===== src/rtl/gpio_route_pkg.sv =====
package gpio_route_pkg;

   localparam int unsigned RSRC_N   = 4;
   localparam int unsigned RSRC_T0  = 0;
   localparam int unsigned RSRC_T1  = 1;
   localparam int unsigned RSRC_I0  = 2;
   localparam int unsigned RSRC_I1  = 3;

   typedef enum logic [2:0] {
      SEL_NONE  = 3'd0,
      SEL_T0    = 3'd1,
      SEL_T1    = 3'd2,
      SEL_I0_HI = 3'd3,
      SEL_I1_HI = 3'd4,
      SEL_I0_LO = 3'd5,
      SEL_I1_LO = 3'd6,
      SEL_SPARE = 3'd7
   } route_sel_e;

endpackage


===== src/rtl/gpio_in_sync.sv =====
module gpio_in_sync #(
   parameter int unsigned     W       = 8,
   parameter int unsigned     STAGES  = 2,
   parameter logic [W-1:0]    RST_VAL = '1
) (
   input  logic         clk,
   input  logic         rst_n,
   input  logic [W-1:0] d,
   output logic [W-1:0] q
);

   generate
      if (STAGES < 2) begin : g_bad_depth
         $error("gpio_in_sync: STAGES must be at least 2");
      end
   endgenerate

   logic [W-1:0] chain [STAGES];
   logic         was_run;

   always_ff @(posedge clk or negedge rst_n) begin
      if (!rst_n) was_run <= 1'b0;
      else        was_run <= 1'b1;
   end

   generate
      for (genvar k = 0; k < STAGES; k++) begin : g_stage
         if (k == 0) begin : g_first
            always_ff @(posedge clk or negedge rst_n) begin
               if (!rst_n) chain[k] <= RST_VAL;
               else        chain[k] <= d;
            end
            // first stage is one edge behind the pad
            a_r11_first_stage: assert property (@(posedge clk) disable iff (!rst_n || !was_run)
               chain[k] == $past(d));
         end else begin : g_next
            always_ff @(posedge clk or negedge rst_n) begin
               if (!rst_n) chain[k] <= RST_VAL;
               else        chain[k] <= chain[k-1];
            end
            // each later stage is one edge behind the one before it
            a_r11_next_stage: assert property (@(posedge clk) disable iff (!rst_n || !was_run)
               chain[k] == $past(chain[k-1]));
         end
      end
   endgenerate

   assign q = chain[STAGES-1];

endmodule


===== src/rtl/gpio_regfile.sv =====
module gpio_regfile
   import gpio_route_pkg::*;
#(
   parameter int unsigned          PINS      = 8,
   parameter int unsigned          SEL_W     = 3,
   parameter int unsigned          ADDR_W    = 8,
   parameter int unsigned          DATA_W    = 8,
   parameter logic [ADDR_W-1:0]    DATA_ADDR = 8'h90,
   parameter logic [ADDR_W-1:0]    DIR_ADDR  = 8'h91,
   parameter logic [ADDR_W-1:0]    CTL_BASE  = 8'hA0
) (
   input  logic                    clk,
   input  logic                    rst_n,
   input  logic [ADDR_W-1:0]       bus_addr,
   input  logic                    bus_wr,
   input  logic [DATA_W-1:0]       bus_wdata,
   output logic [DATA_W-1:0]       bus_rdata,
   input  logic [PINS-1:0]         pins_sync,
   output logic [PINS-1:0]         out_latch,
   output logic [PINS-1:0]         dir_q,
   output logic                    pu_hold,
   output logic [PINS*SEL_W-1:0]   sel_flat
);

   localparam int unsigned NUM_CTL    = PINS / 2;
   localparam int unsigned FIELD_SPAN = DATA_W / 2;

   generate
      if (PINS != DATA_W) begin : g_bad_width
         $error("gpio_regfile: PINS must equal DATA_W");
      end
      if (PINS % 2 != 0) begin : g_bad_pins
         $error("gpio_regfile: PINS must be even");
      end
      if (SEL_W + 1 > FIELD_SPAN) begin : g_bad_sel
         $error("gpio_regfile: two selector fields do not fit a word");
      end
   endgenerate

   logic               data_hit;
   logic               dir_hit;
   logic [NUM_CTL-1:0] ctl_hit;
   logic [DATA_W-1:0]  ctl_word [NUM_CTL];

   assign data_hit = (bus_addr == DATA_ADDR);
   assign dir_hit  = (bus_addr == DIR_ADDR);

   always_ff @(posedge clk or negedge rst_n) begin
      if (!rst_n) begin
         out_latch <= '1;
         dir_q     <= '1;
         pu_hold   <= 1'b1;
      end else if (bus_wr) begin
         if (data_hit) out_latch <= bus_wdata[PINS-1:0];
         if (dir_hit) begin
            dir_q   <= bus_wdata[PINS-1:0];
            pu_hold <= 1'b0;
         end
      end
   end

   generate
      for (genvar n = 0; n < NUM_CTL; n++) begin : g_ctl
         logic [SEL_W-1:0] lo_q;
         logic [SEL_W-1:0] hi_q;

         assign ctl_hit[n] = (bus_addr == CTL_BASE + ADDR_W'(n));

         always_ff @(posedge clk or negedge rst_n) begin
            if (!rst_n) begin
               lo_q <= '0;
               hi_q <= '0;
            end else if (bus_wr && ctl_hit[n]) begin
               lo_q <= bus_wdata[SEL_W-1:0];
               hi_q <= bus_wdata[FIELD_SPAN +: SEL_W];
            end
         end

         assign sel_flat[(2*n)*SEL_W   +: SEL_W] = lo_q;
         assign sel_flat[(2*n+1)*SEL_W +: SEL_W] = hi_q;
         assign ctl_word[n] = (DATA_W'(hi_q) << FIELD_SPAN) | DATA_W'(lo_q);

         // a control write lands in the selector pair of that register
         a_r6_ctl_load: assert property (@(posedge clk) disable iff (!rst_n)
            (bus_wr && ctl_hit[n]) |=> (lo_q == $past(bus_wdata[SEL_W-1:0])));
      end
   endgenerate

   always_comb begin
      bus_rdata = '0;
      if (data_hit) begin
         bus_rdata = (dir_q & pins_sync) | (~dir_q & out_latch);
      end else if (dir_hit) begin
         bus_rdata = dir_q;
      end else begin
         for (int n = 0; n < NUM_CTL; n++) begin
            if (ctl_hit[n]) bus_rdata = ctl_word[n];
         end
      end
   end

   // the first direction write releases the pull-ups
   a_r5_pu_release: assert property (@(posedge clk) disable iff (!rst_n)
      (bus_wr && dir_hit) |=> !pu_hold);

   // once released, the pull-ups never return before reset
   a_r5_pu_sticky: assert property (@(posedge clk) disable iff (!rst_n)
      !pu_hold |=> !pu_hold);

   // a data write reaches the output latch on the next edge
   a_r3_latch_load: assert property (@(posedge clk) disable iff (!rst_n)
      (bus_wr && data_hit) |=> (out_latch == $past(bus_wdata[PINS-1:0])));

   // with no write strobe, the data, direction and pull-up state hold
   a_r12_hold_idle: assert property (@(posedge clk) disable iff (!rst_n)
      !bus_wr |=> ($stable(out_latch) && $stable(dir_q) && $stable(pu_hold)));

endmodule


===== src/rtl/gpio_route.sv =====
module gpio_route
   import gpio_route_pkg::*;
#(
   parameter int unsigned PINS  = 8,
   parameter int unsigned SEL_W = 3
) (
   input  logic [PINS-1:0]        pins_sync,
   input  logic [PINS*SEL_W-1:0]  sel_flat,
   output logic [RSRC_N-1:0]      rsrc
);

   generate
      if (SEL_W != $bits(route_sel_e)) begin : g_bad_sel
         $error("gpio_route: SEL_W must match the selector encoding");
      end
   endgenerate

   logic [PINS*RSRC_N-1:0] contrib_flat;

   generate
      for (genvar p = 0; p < PINS; p++) begin : g_pin
         route_sel_e        sel;
         logic [RSRC_N-1:0] pin_c;

         assign sel = route_sel_e'(sel_flat[p*SEL_W +: SEL_W]);

         always_comb begin
            pin_c = '0;
            unique case (sel)
               SEL_T0:    pin_c[RSRC_T0] =  pins_sync[p];
               SEL_T1:    pin_c[RSRC_T1] =  pins_sync[p];
               SEL_I0_HI: pin_c[RSRC_I0] =  pins_sync[p];
               SEL_I1_HI: pin_c[RSRC_I1] =  pins_sync[p];
               SEL_I0_LO: pin_c[RSRC_I0] = ~pins_sync[p];
               SEL_I1_LO: pin_c[RSRC_I1] = ~pins_sync[p];
               SEL_NONE, SEL_SPARE: pin_c = '0;
               default:   pin_c = '0;
            endcase
         end

         assign contrib_flat[p*RSRC_N +: RSRC_N] = pin_c;
      end
   endgenerate

   always_comb begin
      rsrc = '0;
      for (int p = 0; p < PINS; p++) begin
         rsrc = rsrc | contrib_flat[p*RSRC_N +: RSRC_N];
      end
   end

   // with every selector at zero, no resource is driven
   always_comb begin
      if (sel_flat == '0) begin
         a_r10_idle_quiet: assert (rsrc == '0);
      end
   end

endmodule


===== src/rtl/gpio_route_port.sv =====
module gpio_route_port
   import gpio_route_pkg::*;
#(
   parameter int unsigned       PINS        = 8,
   parameter int unsigned       SEL_W       = 3,
   parameter int unsigned       ADDR_W      = 8,
   parameter int unsigned       DATA_W      = 8,
   parameter int unsigned       SYNC_STAGES = 2,
   parameter logic [ADDR_W-1:0] DATA_ADDR   = 8'h90,
   parameter logic [ADDR_W-1:0] DIR_ADDR    = 8'h91,
   parameter logic [ADDR_W-1:0] CTL_BASE    = 8'hA0
) (
   input  logic              clk,
   input  logic              rst_n,
   input  logic [ADDR_W-1:0] bus_addr,
   input  logic              bus_wr,
   input  logic [DATA_W-1:0] bus_wdata,
   output logic [DATA_W-1:0] bus_rdata,
   input  logic [PINS-1:0]   pad_in,
   output logic [PINS-1:0]   pad_oe,
   output logic [PINS-1:0]   pad_out,
   output logic [PINS-1:0]   pad_pu_en,
   output logic              res_t0,
   output logic              res_t1,
   output logic              res_int0,
   output logic              res_int1
);

   logic [PINS-1:0]       pins_sync;
   logic [PINS-1:0]       out_latch;
   logic [PINS-1:0]       dir_q;
   logic                  pu_hold;
   logic [PINS*SEL_W-1:0] sel_flat;
   logic [RSRC_N-1:0]     rsrc;

   gpio_in_sync #(
      .W       (PINS),
      .STAGES  (SYNC_STAGES),
      .RST_VAL ('1)
   ) u_sync (
      .clk   (clk),
      .rst_n (rst_n),
      .d     (pad_in),
      .q     (pins_sync)
   );

   gpio_regfile #(
      .PINS      (PINS),
      .SEL_W     (SEL_W),
      .ADDR_W    (ADDR_W),
      .DATA_W    (DATA_W),
      .DATA_ADDR (DATA_ADDR),
      .DIR_ADDR  (DIR_ADDR),
      .CTL_BASE  (CTL_BASE)
   ) u_regs (
      .clk       (clk),
      .rst_n     (rst_n),
      .bus_addr  (bus_addr),
      .bus_wr    (bus_wr),
      .bus_wdata (bus_wdata),
      .bus_rdata (bus_rdata),
      .pins_sync (pins_sync),
      .out_latch (out_latch),
      .dir_q     (dir_q),
      .pu_hold   (pu_hold),
      .sel_flat  (sel_flat)
   );

   gpio_route #(
      .PINS  (PINS),
      .SEL_W (SEL_W)
   ) u_route (
      .pins_sync (pins_sync),
      .sel_flat  (sel_flat),
      .rsrc      (rsrc)
   );

   assign pad_oe    = ~dir_q;
   assign pad_out   = out_latch;
   assign pad_pu_en = {PINS{pu_hold}};
   assign res_t0    = rsrc[RSRC_T0];
   assign res_t1    = rsrc[RSRC_T1];
   assign res_int0  = rsrc[RSRC_I0];
   assign res_int1  = rsrc[RSRC_I1];

   // a direction write sets the output enables to its complement
   a_r2_oe_from_dir: assert property (@(posedge clk) disable iff (!rst_n)
      (bus_wr && bus_addr == DIR_ADDR) |=> (pad_oe == ~$past(bus_wdata[PINS-1:0])));

   // pad_out follows a data write on the next edge
   a_r3_pad_out_load: assert property (@(posedge clk) disable iff (!rst_n)
      (bus_wr && bus_addr == DATA_ADDR) |=> (pad_out == $past(bus_wdata[PINS-1:0])));

endmodule


===== config.mk =====
export PLATFORM = sky130hd
export DESIGN_NAME = gpio_route_port
export DESIGN_NICKNAME = d
export VERILOG_FILES = /design/src/rtl/gpio_route_pkg.sv /design/src/rtl/gpio_in_sync.sv /design/src/rtl/gpio_regfile.sv /design/src/rtl/gpio_route.sv /design/src/rtl/gpio_route_port.sv
export SDC_FILE = /design/constraint.sdc
export NUM_CORES = 1
export LEC_CHECK = 0
export ABC_CLOCK_PERIOD_IN_PS = 2600
export BUFFER_PORTS_ARGS = -buffer_cell sky130_fd_sc_hd__buf_2
export CAP_MARGIN = 20
export CORE_ASPECT_RATIO = 1.75
export CORE_UTILIZATION = 45
export CTS_BUF_LIST = sky130_fd_sc_hd__clkbuf_2 sky130_fd_sc_hd__clkbuf_4 sky130_fd_sc_hd__clkbuf_8
export DETAILED_ROUTE_END_ITERATION = 16
export PLACE_DENSITY = 0.67
export SYNTH_ARGS = -nofsm -noshare
export SYNTH_HDL_FRONTEND = slang
export SYNTH_SLANG_ARGS = --single-unit

===== constraint.sdc =====
create_clock -name clk -period 2.6 [get_ports clk]
set_clock_uncertainty 0.1 [all_clocks]
set_input_delay 0 -clock clk [delete_from_list [all_inputs] [get_ports clk]]
set_output_delay 0 -clock clk [all_outputs]
set_load 0.01 [all_outputs]

==> results.md <==
* Cell with the largest stage delay on the worst path: sky130_fd_sc_hd__dfstp_2
* Outcome: completed
* Antenna diodes at 0
* Unrepaired setup endpoints after global routing: no
* Number of standard cells after synthesis at 263
* Total nets after synthesis at 290
* Final hold violation count at 0
* Worst setup slack before clock tree synthesis at approximately 0.95 ns
* Most frequently used flop master after synthesis: sky130_fd_sc_hd__dfstp_2
* Met2 wire length at approximately 4500 um
* Largest net degree at the start of global routing at 37
* Number of rows in the core area at 40
* Die boundary width at between 60 and 70 um
* Final-layout fill cell count at between 600 and 700
* Post-DP HPWL at around 6300 um
* Final routed DRC violation total at 0
* Minimum period implied by the final worst setup slack at slightly below 2 ns
* Required time of the critical path at between 2 and 3 ns
* Most common cell after layout, fill and taps aside: sky130_fd_sc_hd__buf_2
* Starting utilization of the core area at 46.9%
* First-pass GRT wire length at roughly 13000 um
* Path category of the worst min-delay check: primary input to flip-flop
* Core outline area at around 7000 um2
* Syn_area_per_cell at about 12 um2
* Most area-consuming cells after synthesis: sky130_fd_sc_hd__dfstp_2 27%, sky130_fd_sc_hd__dfrtp_1 18%, sky130_fd_sc_hd__mux2_2 10%
* Upper clock frequency limit at approximately 0.52 GHz
* Antenna violations before repair at 0
* Area of the die at 7610 um2
* Launching element type of the critical path: flip-flop
* Via count of the first global-routing pass at roughly 2500
* Clock-pin slew on the worst setup and hold paths at about 0.070 ns
* End point of the critical path: res_int1
* Post_cts resized at 0
* Cell area after technology mapping at between 3000 and 4000 um2
* Average routed wire per standard cell at just over 20 um
* YS warnings at 0
* Endpoint of the worst register-to-register path: u_regs.g_ctl[3].lo_q[1]
* Max FO, Critical Path at 6
* Share of the synthesized area in the top cell type at 26.6%
* Sequential cell area at 1470 um2
* Logic depth of the worst path, buffers included at 5
* Port Buf Inserts at 62
* Max-slew violation total from the final report at 0
* Data arrival, critical path at 1.84 ns
* Highest Signal Layer: met4
* Endpoint class of the critical path: output port
* Share of async-settable or async-resettable flops after synthesis at 100%
* Final #Nets at approximately 370
* EDFF count, synth at 0
* Pwr per Cell Area at between 500 and 600 nW/um2
* Final worst-path cycle share at between 70 and 80%
* Count of unique library cells instantiated by Yosys at 45
* Die Height at approximately 110 um
* Slew HR at between 50% and 60%
* First drt pass iteration count at 5
* Met3 WL post-DR at between 300 and 400 um
* Kind of critical path: flip-flop to output port
* Later-pin clock latency in the skew report at roughly 0.34 ns
* GRT Total Usage at approximately 25%
* Worst-Margin Slew at approximately 0.65 ns
* Reg-to-Reg Start: u_regs.g_ctl[3].lo_q[1]
* R2R setup slack at 1.59 ns
* Share of post-route cells with drive strength above 1 at between 40% and 50%
* Routed wire length at ~8600 um
* Clock Sinks at 57
* Family of cells with the greatest summed delay on the critical path: flip-flops
* Synthesized flop and latch total at between 50 and 60
* Proportion of synthesized chip area in sequential cells at 45.0%
* TritonCTS clock tree: yes
* Accumulated negative setup slack at 0 ns
* P&R area growth vs syn at 21.1%
* Total number of vias at around 2500
* Cell at the root of the clock tree: sky130_fd_sc_hd__clkbuf_8
* Global placer's final weighted congestion at between 0.9 and 1
* Max stage delay on crit path at 0.61 ns
* Total number of H-tree levels at 3
* Residual overflow from global routing at 0
* DR vias/cell at 5.77
* Initial DRC Count at roughly 140
* Most frequent cells in the layout: 62 x sky130_fd_sc_hd__buf_2, 33 x sky130_fd_sc_hd__dfstp_2, 30 x sky130_fd_sc_hd__mux2_2
* Multi-input gate area at around 1600 um2
* CTS Buf Count at 9
* Buf/Inv on CP at 1
* M1 wire length at between 3000 and 4000 um
* Crit path cell chain: xnor2_1 > nor3b_1 > nor4_1 > nand2_1 > buf_2
* Buffers from clock root to sink, at most at 2
* Maximum vdd ir drop at 0.345 mV
* Residual antenna-violating net count after detailed routing at 0
* Number of buffers inserted by post-CTS setup repair at 0
* Worst path setup slack after routing at 0.660 ns
* Utilization after layout at between 50 and 60%
* Start point of the critical path: u_sync.q[7]
* I/O pin cnt at 63
* Static leakage at 1.77 nW
* Top cell type by total area after synthesis: sky130_fd_sc_hd__dfstp_2
* Max-cap violations at 0
* Number of cells on the worst reg-to-reg path at 1
* Setup violations, final at 0
worst min-delay path, stage by stage:
cell	delay [ns]
sky130_fd_sc_hd__buf_2	0.14
sky130_fd_sc_hd__nand3_4	0.16
sky130_fd_sc_hd__and2_2	0.16
registers in the layout, summed over array words and instances, names as in the netlist:
register           count
u_sync.q               8
u_regs.pu_hold         1
u_regs.g_ctl.hi_q     12
u_regs.out_latch       8
u_regs.g_ctl.lo_q     12
u_regs.dir_q           8
u_sync.chain           8
synth_stat cells (2+ instances only):
| cell type | n |
|---|---|
| sky130_fd_sc_hd__o21ai_0 | 3 |
| sky130_fd_sc_hd__nand2b_1 | 3 |
| sky130_fd_sc_hd__nor3b_1 | 10 |
| sky130_fd_sc_hd__nand2_1 | 3 |
| sky130_fd_sc_hd__nand4_1 | 2 |
| sky130_fd_sc_hd__nand3_1 | 3 |
| sky130_fd_sc_hd__nor4_1 | 7 |
| sky130_fd_sc_hd__dfrtp_1 | 24 |
| sky130_fd_sc_hd__nand3b_1 | 2 |
| sky130_fd_sc_hd__nand3_4 | 2 |
| sky130_fd_sc_hd__dfstp_2 | 33 |
| sky130_fd_sc_hd__xnor2_1 | 8 |
| sky130_fd_sc_hd__o22ai_1 | 5 |
| sky130_fd_sc_hd__nand4b_1 | 7 |
| sky130_fd_sc_hd__a21oi_1 | 15 |
| sky130_fd_sc_hd__mux2i_1 | 5 |
| sky130_fd_sc_hd__buf_2 | 2 |
| sky130_fd_sc_hd__inv_1 | 8 |
| sky130_fd_sc_hd__a22oi_1 | 5 |
| sky130_fd_sc_hd__nand3b_4 | 2 |
| sky130_fd_sc_hd__o31ai_1 | 6 |
| sky130_fd_sc_hd__buf_4 | 12 |
| sky130_fd_sc_hd__mux2_1 | 16 |
| sky130_fd_sc_hd__nor4bb_1 | 23 |
| sky130_fd_sc_hd__nor3_1 | 7 |
| sky130_fd_sc_hd__mux2_2 | 30 |
| sky130_fd_sc_hd__clkbuf_1 | 2 |
repair_timing:
| action | in CTS | in global routing |
|---|---|---|
| hold endpoints to repair | 88 | 0 |
| setup endpoints to repair | 0 | 0 |
| hold buffers | 18 | 0 |
worst min-delay path by stage:
stage          slack [ns]                      end  startpoint  depth (start not counted)
3_5_place_dp        -0.16  u_regs.g_ctl[3].lo_q[0]       rst_n                          1
5_1_grt              0.05           u_regs.pu_hold      bus_wr                          3
4_1_cts              0.03           u_regs.pu_hold      bus_wr                          3
6_report             0.04           u_regs.pu_hold      bus_wr                          3
2_1_floorplan       -0.40  u_regs.g_ctl[0].hi_q[0]       rst_n                          0
3_3_place_gp        0.005          u_sync.chain[8]   pad_in[0]                          1
per-stage QoR:
step / total power, W / hold slack, ns / area [um2] / instances
after floorplan: 0.00114 / -0.396 / 3260 / 263
after global placement: 0.00125 / 0.00543 / 3570 / 393
after detailed placement: 0.00126 / -0.159 / 3590 / 394
after CTS: 0.00203 / 0.0281 / 3950 / 428
after global routing: 0.00209 / 0.0502 / 3950 / 428
final: 0.00201 / 0.0376 / 3950 / 428
layout make-up:
cell class              instances  area share, %
clock inverters                 6           1.08
repair buffers                 83           13.3
well taps                      84           2.66
inverters                       8          0.760
flip-flops and latches         57           37.1
multi-input cells             180           41.6
clock buffers                  10           3.48
cells by family after synthesis:
kind of cell    Yosys count  synth area share [%]
compound gates           35                  6.52
xor+xnor                  8                  2.15
simple gates             86                  24.3
mux                      51                  17.4
buf+inv                  26                  4.68
flops                    57                  45.0
report_power, final:
part	total [W]	switching, W	internal, W
sequential	0.00101	0.0000637	0.000950
clock	0.000751	0.000380	0.000371
combinational	0.000247	0.000121	0.000126
metal layers:
layer / GRT usage, % / vias up
met5: 0 / -
met4: 14.5 / 0
met3: 3.78 / 22
met2: 42.0 / 77
met1: 29.6 / 1211
li1: - / 1161
Power figures use the tool's default switching activity.
